[src/rtl/vic_pkg.sv]
package vic_pkg;
  // Word index of each register within the 8-word window
  typedef enum logic [2:0] {
    SEL_STAT   = 3'd0,
    SEL_PEND   = 3'd1,
    SEL_ENA    = 3'd2,
    SEL_ACK    = 3'd3,
    SEL_SETEN  = 3'd4,
    SEL_CLREN  = 3'd5,
    SEL_VEC    = 3'd6,
    SEL_MASTER = 3'd7
  } reg_sel_e;
endpackage

[src/rtl/vic_source.sv]
module vic_source #(
  parameter bit EDGE = 1'b1
) (
  input  logic clk,
  input  logic rst,
  input  logic irq_in,
  input  logic ack,
  output logic stat
);
  logic prev_q;
  logic stat_q;
  logic set_now;

  generate
    if (EDGE) begin : g_edge
      assign set_now = irq_in & ~prev_q;
    end else begin : g_level
      assign set_now = irq_in;
    end
  endgenerate

  always_ff @(posedge clk) begin
    if (rst) begin
      prev_q <= 1'b0;
      stat_q <= 1'b0;
    end else begin
      prev_q <= irq_in;
      stat_q <= (stat_q & ~ack) | set_now;
    end
  end

  assign stat = stat_q;

  generate
    if (EDGE) begin : g_edge_chk

      edge_no_relatch_chk: assert property (@(posedge clk) disable iff (rst)
        (!stat_q && !(irq_in && !prev_q)) |=> !stat_q);
    end else begin : g_level_chk

      level_hold_chk: assert property (@(posedge clk) disable iff (rst)
        irq_in |=> stat_q);
    end
  endgenerate
endmodule

[src/rtl/vic_prio.sv]
module vic_prio #(
  parameter int N_SRC = 8,
  localparam int IDX_W = (N_SRC > 1) ? $clog2(N_SRC) : 1
) (
  input  logic             clk,
  input  logic             rst,
  input  logic [N_SRC-1:0] req,
  output logic             found,
  output logic [IDX_W-1:0] idx
);
  always_comb begin
    found = 1'b0;
    idx   = '0;
    for (int i = N_SRC - 1; i >= 0; i--) begin
      if (req[i]) begin
        found = 1'b1;
        idx   = IDX_W'(i);
      end
    end
  end


  prio_pick_chk: assert property (@(posedge clk) disable iff (rst)
    found |-> (req[idx] && ((req & ((N_SRC'(1) << idx) - N_SRC'(1))) == '0)));
endmodule

[src/rtl/vec_irq_ctrl.sv]
module vec_irq_ctrl
  import vic_pkg::*;
#(
  parameter int          N_SRC     = 8,
  parameter logic [31:0] EDGE_MASK = 32'h0000_000F,
  parameter int          ADDR_W    = 6,
  parameter int          DATA_W    = 32,
  localparam int         IDX_W     = (N_SRC > 1) ? $clog2(N_SRC) : 1
) (
  input  logic              clk,
  input  logic              rst,
  input  logic [N_SRC-1:0]  irq_in,
  input  logic [ADDR_W-1:0] bus_addr,
  input  logic              bus_wr,
  input  logic [DATA_W-1:0] bus_wdata,
  output logic [DATA_W-1:0] bus_rdata,
  output logic              irq_out
);
  logic [N_SRC-1:0] stat_vec;
  logic [N_SRC-1:0] ena_q;
  logic [1:0]       mer_q;
  logic [N_SRC-1:0] ack_vec;
  logic [N_SRC-1:0] pend;
  logic [N_SRC-1:0] wbits;
  logic             hit;
  reg_sel_e         sel;
  logic             found;
  logic [IDX_W-1:0] idx;
  logic             unused_ok;

  assign unused_ok = ^bus_wdata;
  assign wbits     = bus_wdata[N_SRC-1:0];
  assign hit       = (bus_addr[1:0] == 2'b00) && ((bus_addr >> 5) == '0);
  assign sel       = reg_sel_e'(bus_addr[4:2]);
  assign ack_vec   = (bus_wr && hit && sel == SEL_ACK) ? wbits : '0;
  assign pend      = stat_vec & ena_q;

  for (genvar i = 0; i < N_SRC; i++) begin : g_src
    vic_source #(.EDGE(EDGE_MASK[i])) u_src (
      .clk   (clk),
      .rst   (rst),
      .irq_in(irq_in[i]),
      .ack   (ack_vec[i]),
      .stat  (stat_vec[i])
    );
  end

  vic_prio #(.N_SRC(N_SRC)) u_prio (
    .clk  (clk),
    .rst  (rst),
    .req  (pend),
    .found(found),
    .idx  (idx)
  );

  // Enable and master registers
  always_ff @(posedge clk) begin
    if (rst) begin
      ena_q <= '0;
      mer_q <= 2'b00;
    end else if (bus_wr && hit) begin
      case (sel)
        SEL_ENA:    ena_q <= wbits;
        SEL_SETEN:  ena_q <= ena_q | wbits;
        SEL_CLREN:  ena_q <= ena_q & ~wbits;
        SEL_MASTER: mer_q <= bus_wdata[1:0];
        default:    ;
      endcase
    end
  end

  // Registered read data and request
  logic [DATA_W-1:0] rd_next;
  always_comb begin
    rd_next = '0;
    if (hit) begin
      case (sel)
        SEL_STAT:   rd_next = DATA_W'(stat_vec);
        SEL_PEND:   rd_next = DATA_W'(pend);
        SEL_ENA:    rd_next = DATA_W'(ena_q);
        SEL_VEC:    rd_next = found ? DATA_W'(idx) : '1;
        SEL_MASTER: rd_next = DATA_W'(mer_q);
        default:    rd_next = '0;
      endcase
    end
  end

  always_ff @(posedge clk) begin
    if (rst) begin
      bus_rdata <= '0;
      irq_out   <= 1'b0;
    end else begin
      bus_rdata <= rd_next;
      irq_out   <= (|pend) & mer_q[0] & mer_q[1];
    end
  end


  reset_clear_chk: assert property (@(posedge clk)
    rst |=> (ena_q == '0 && mer_q == 2'b00 && !irq_out));


  set_enable_chk: assert property (@(posedge clk) disable iff (rst)
    (bus_wr && hit && sel == SEL_SETEN) |=>
      ((ena_q & $past(wbits)) == $past(wbits)) &&
      ((ena_q & ~$past(wbits)) == ($past(ena_q) & ~$past(wbits))));


  clr_enable_chk: assert property (@(posedge clk) disable iff (rst)
    (bus_wr && hit && sel == SEL_CLREN) |=>
      ((ena_q & $past(wbits)) == '0) &&
      ((ena_q & ~$past(wbits)) == ($past(ena_q) & ~$past(wbits))));


  irq_gate_chk: assert property (@(posedge clk) disable iff (rst)
    !(mer_q[0] && mer_q[1]) |=> !irq_out);
endmodule

[config.mk]
export PLATFORM = sky130hd
export DESIGN_NAME = vec_irq_ctrl
export DESIGN_NICKNAME = d
export VERILOG_FILES = /design/src/rtl/vic_pkg.sv /design/src/rtl/vic_source.sv /design/src/rtl/vic_prio.sv /design/src/rtl/vec_irq_ctrl.sv
export SDC_FILE = /design/constraint.sdc
export NUM_CORES = 1
export LEC_CHECK = 0
export BUFFER_PORTS_ARGS = -buffer_cell sky130_fd_sc_hd__buf_4
export CAP_MARGIN = 0
export CORE_ASPECT_RATIO = 2
export CORE_UTILIZATION = 49
export CTS_CLUSTER_SIZE = 16
export DETAILED_ROUTE_END_ITERATION = 10
export GPL_TIMING_DRIVEN = 0
export HOLD_SLACK_MARGIN = 0.03
export PLACE_DENSITY_LB_ADDON = 0.12
export SYNTH_ARGS = -nofsm -noshare
export SYNTH_HDL_FRONTEND = slang
export SYNTH_SLANG_ARGS = --single-unit
export TNS_END_PERCENT = 5
[constraint.sdc]
create_clock -name clk -period 4.55 [get_ports clk]
set_input_delay 0.91 -clock clk [delete_from_list [all_inputs] [get_ports clk]]
set_output_delay 0.91 -clock clk [all_outputs]
set_load 0.05 [all_outputs]
==> results by group <==
Outcome
  – Status: finished with violations
  – Failing checks: DRC

Placement
  – Port Buffers: 57
  – Detailed Place HPWL: 3150 um
  – Placement Setup Slack: 2.12 ns
  – Gpl congestion: 0.871
  – Dpl cells: 294
  – Area after DPL: 0.00218 sq mm

Routing
  – Avg WL per Cell: around 13 um
  – DRC viols: 6
  – DR pass1 iterations: 7
  – DRT iter0 DRCs: 48
  – Total wire length: 4040 um
  – Antenna-violating nets left: 0
  – Vias: roughly 1600
  – Via density: 5.38

Timing
  – Final clock skew: around 0.0067 ns
  – Final worst slack: 2.18 ns
  – Setup_tns: 0 ns
  – Final hold vios: 0
  – Final worst-path cycle share: 0.520
  – Post-route minimum period: 2.37 ns
  – Worst relative slew slack: 0.543
  – Hold_ws: 0.470 ns
  – Final max-slew violation count: 0
  – Actual slew at the worst max-slew pin: about 0.68 ns
  – Final setup viols: 0
  – Fmax: 0.423 GHz
  – RSZ-0062 raised after global routing: false

Setup path
  – CP max stage delay: 0.76 ns
  – Slowest CP cell: dfxtp_1
  – Crit path max fanout: 24
  – Crit path kind: flip-flop to primary output
  – CP Cell Sequence: buf_4, buf_4
  – Cell mode on critical path: buf_4
  – Worst Path Arrival: about 1.5 ns
  – Req. time, crit path: 3.64 ns
  – CP Capture Type: primary output
  – Crit start category: flip-flop

Clock network
  – Clock Sinks: 32
  – TritonCTS clock tree: yes
  – H-tree depth: 2
  – Clock transition at path regs: 0.07 ns
  – Clk buf depth: 2
  – Worst-Skew Late Latency: 0.29 ns
  – CTS Buf Count: 5
  – Setup Buffers After CTS: 0
  – Hold_buf cts: 0
  – CTS Root Cell: clkbuf_8
  – Post-CTS Resized: 0

Logic synthesis
  – Post-Syn Area: 0.00171 sq mm
  – XOR/XNOR Fraction of Synth Area: 0
  – Synth cell types: 39
  – Synth area leader: dfxtp_1
  – Yosys reg bits: 32
  – Asr flop ratio synth: 0
  – Largest family of logic cells by synthesized area: simple AND/OR/NAND/NOR gates
  – Mux contribution to synthesized area: 0.0117
  – Area share of and/or/nand/nor cells after synthesis: 0.253
  – Synth Area in Compound Gates: 0.232
  – Cells after Synth: slightly above 200
  – Post-synth top area share: 0.375
  – Post-synth EDFFs: 0
  – Synth Flop Type: dfxtp_1
  – Register area share after synthesis: 0.375
  – Syn nets: ~250
  – Area contributors post-synth: dfxtp_1, buf_4, nor2b_1
  – Yosys Warn Count: 0
  – Adder-Cell Fraction of Synth Area: 0
  – Syn_area_per_cell: between 8 and 9 sq um

Global route
  – Largest net degree at the start of global routing: 25
  – Vias in the first global route: 1458
  – First-pass GRT wire length: 6430 um
  – Initial antenna violation count: 0
  – Gr ovfl total: 0
  – GRT Total Usage: 0.228

Flow run
  – Max-cap violations: 0

Worst hold path
  – Worst Hold Class: flip-flop to flip-flop

Die
  – IO Pins: 82
  – Row cnt: 30
  – Die Wd: 43.8 um
  – Initial core utilization: 0.512
  – Die ar.: 0.00374 sq mm
  – Die Span Y: roughly 86 um
  – Core area: around 0.0033 sq mm

Layout
  – Nets@finish: 318
  – Count of filler cells inserted in the layout: 318
  – Final Util: 0.678
  – Fin area: 0.00227 sq mm
  – Antenna cells: 0
  – Fraction of layout cells with a size suffix above 1: 0.359
  – Layout Cells excl Fill: 302
  – Area growth syn-to-layout: 32.5%

Power
  – Max IR drop VDD: 0.000186 V
  – Total power draw: between 0.5 and 0.6 mW
  – Power Dens Cells: 257 mW/mm^2
  – Leakage power total: 1.01 nW
-- Yosys cell counts, drive strengths merged, types with 4 or more instances --
cell    instances
clkbuf          4
o21a            6
a311oi          7
nor2           17
buf            25
inv             6
nand2b          5
o21ai          15
nand2          22
a21oi          14
nor2b          14
nor3            4
a211oi          4
dfxtp          32
-- sequential cells by signal (all words and copies together) (netlist names) --
register,count
g_src.u_src.prev_q,4
irq_out,1
mer_q,2
g_src.u_src.stat,8
ena_q,8
bus_rdata,9
-- where the power goes --
part | internal, mW | switching, mW | leakage [nW]
logic | 0.0325 | 0.0380 | 0.700
registers | 0.289 | 0.00799 | 0.261
clock network | 0.106 | 0.109 | 0.0479
total | 0.427 | 0.155 | 1.01
-- metal layers --
layer	vias up	track usage	share of wire	wire, um
met5	-	0	0	0
met4	0	0.0938	0.017	67
met3	7	0.0463	0.044	176
met2	51	0.431	0.56	2260
met1	741	0.225	0.38	1530
li1	827	-	-	-
-- cell usage in the layout, fill, tap and decap left out, drive strengths merged --
cell type	n
a22o	1
a211oi	4
nor4	1
nand4	2
and2b	2
a311oi	7
nor3	4
o211a	1
a21o	2
nand2	22
clkinv	3
a31oi	2
nor2b	14
o211ai	1
clkbuf	9
o41ai	1
a32o	2
inv	6
a22oi	2
nand2b	5
dfxtp	32
or3b	1
o21a	6
mux2i	2
buf	82
o21ai	15
and3	2
or4b	1
and4b	1
and2	2
or3	1
nor2	17
and3b	2
a21oi	14
or4	1
-- worst max-delay path: cells and delay by family, from the launching register on --
| family | cells | cell delay [ns] |
|---|---|---|
| buffers and inverters | 2 | 0.41 |
| flip-flops | 1 | 0.76 |
-- cell families (layout without fill, tap and decap cells) --
kind of cell	Yosys count	in the layout
buffers and inverters	35	100
AND/OR/NAND/NOR	78	78
AO/OA/AOI/OAI	58	58
multiplexers	2	2
flip-flops	32	32
-- area by class of cell --
class                           count  area, sq um  area share
Multi-Input combinational cell    138          850       0.375
Clock buffer                        5         68.8      0.0304
Inverter                            6         22.5     0.00994
Buffer                             29          198      0.0872
Clock inverter                      3         18.8     0.00828
Sequential cell                    32          641       0.283
Timing Repair Buffer               57          428       0.189
Tap cell                           32         40.0      0.0177
-- final timing paths --
| kind | startpoint | endpoint | slack [ns] | cells past startpoint |
|---|---|---|---|---|
| setup / recovery | bus_rdata[30] | bus_rdata[26] | 2.18 | 2 |
| hold reg to reg | mer_q[1] | irq_out | 0.47 | 2 |
| setup reg to reg | g_src[2].u_src.stat | bus_rdata[3] | 3.18 | 4 |
| hold / removal | mer_q[1] | irq_out | 0.47 | 2 |
Note: power is estimated with default switching activity, not from simulation.
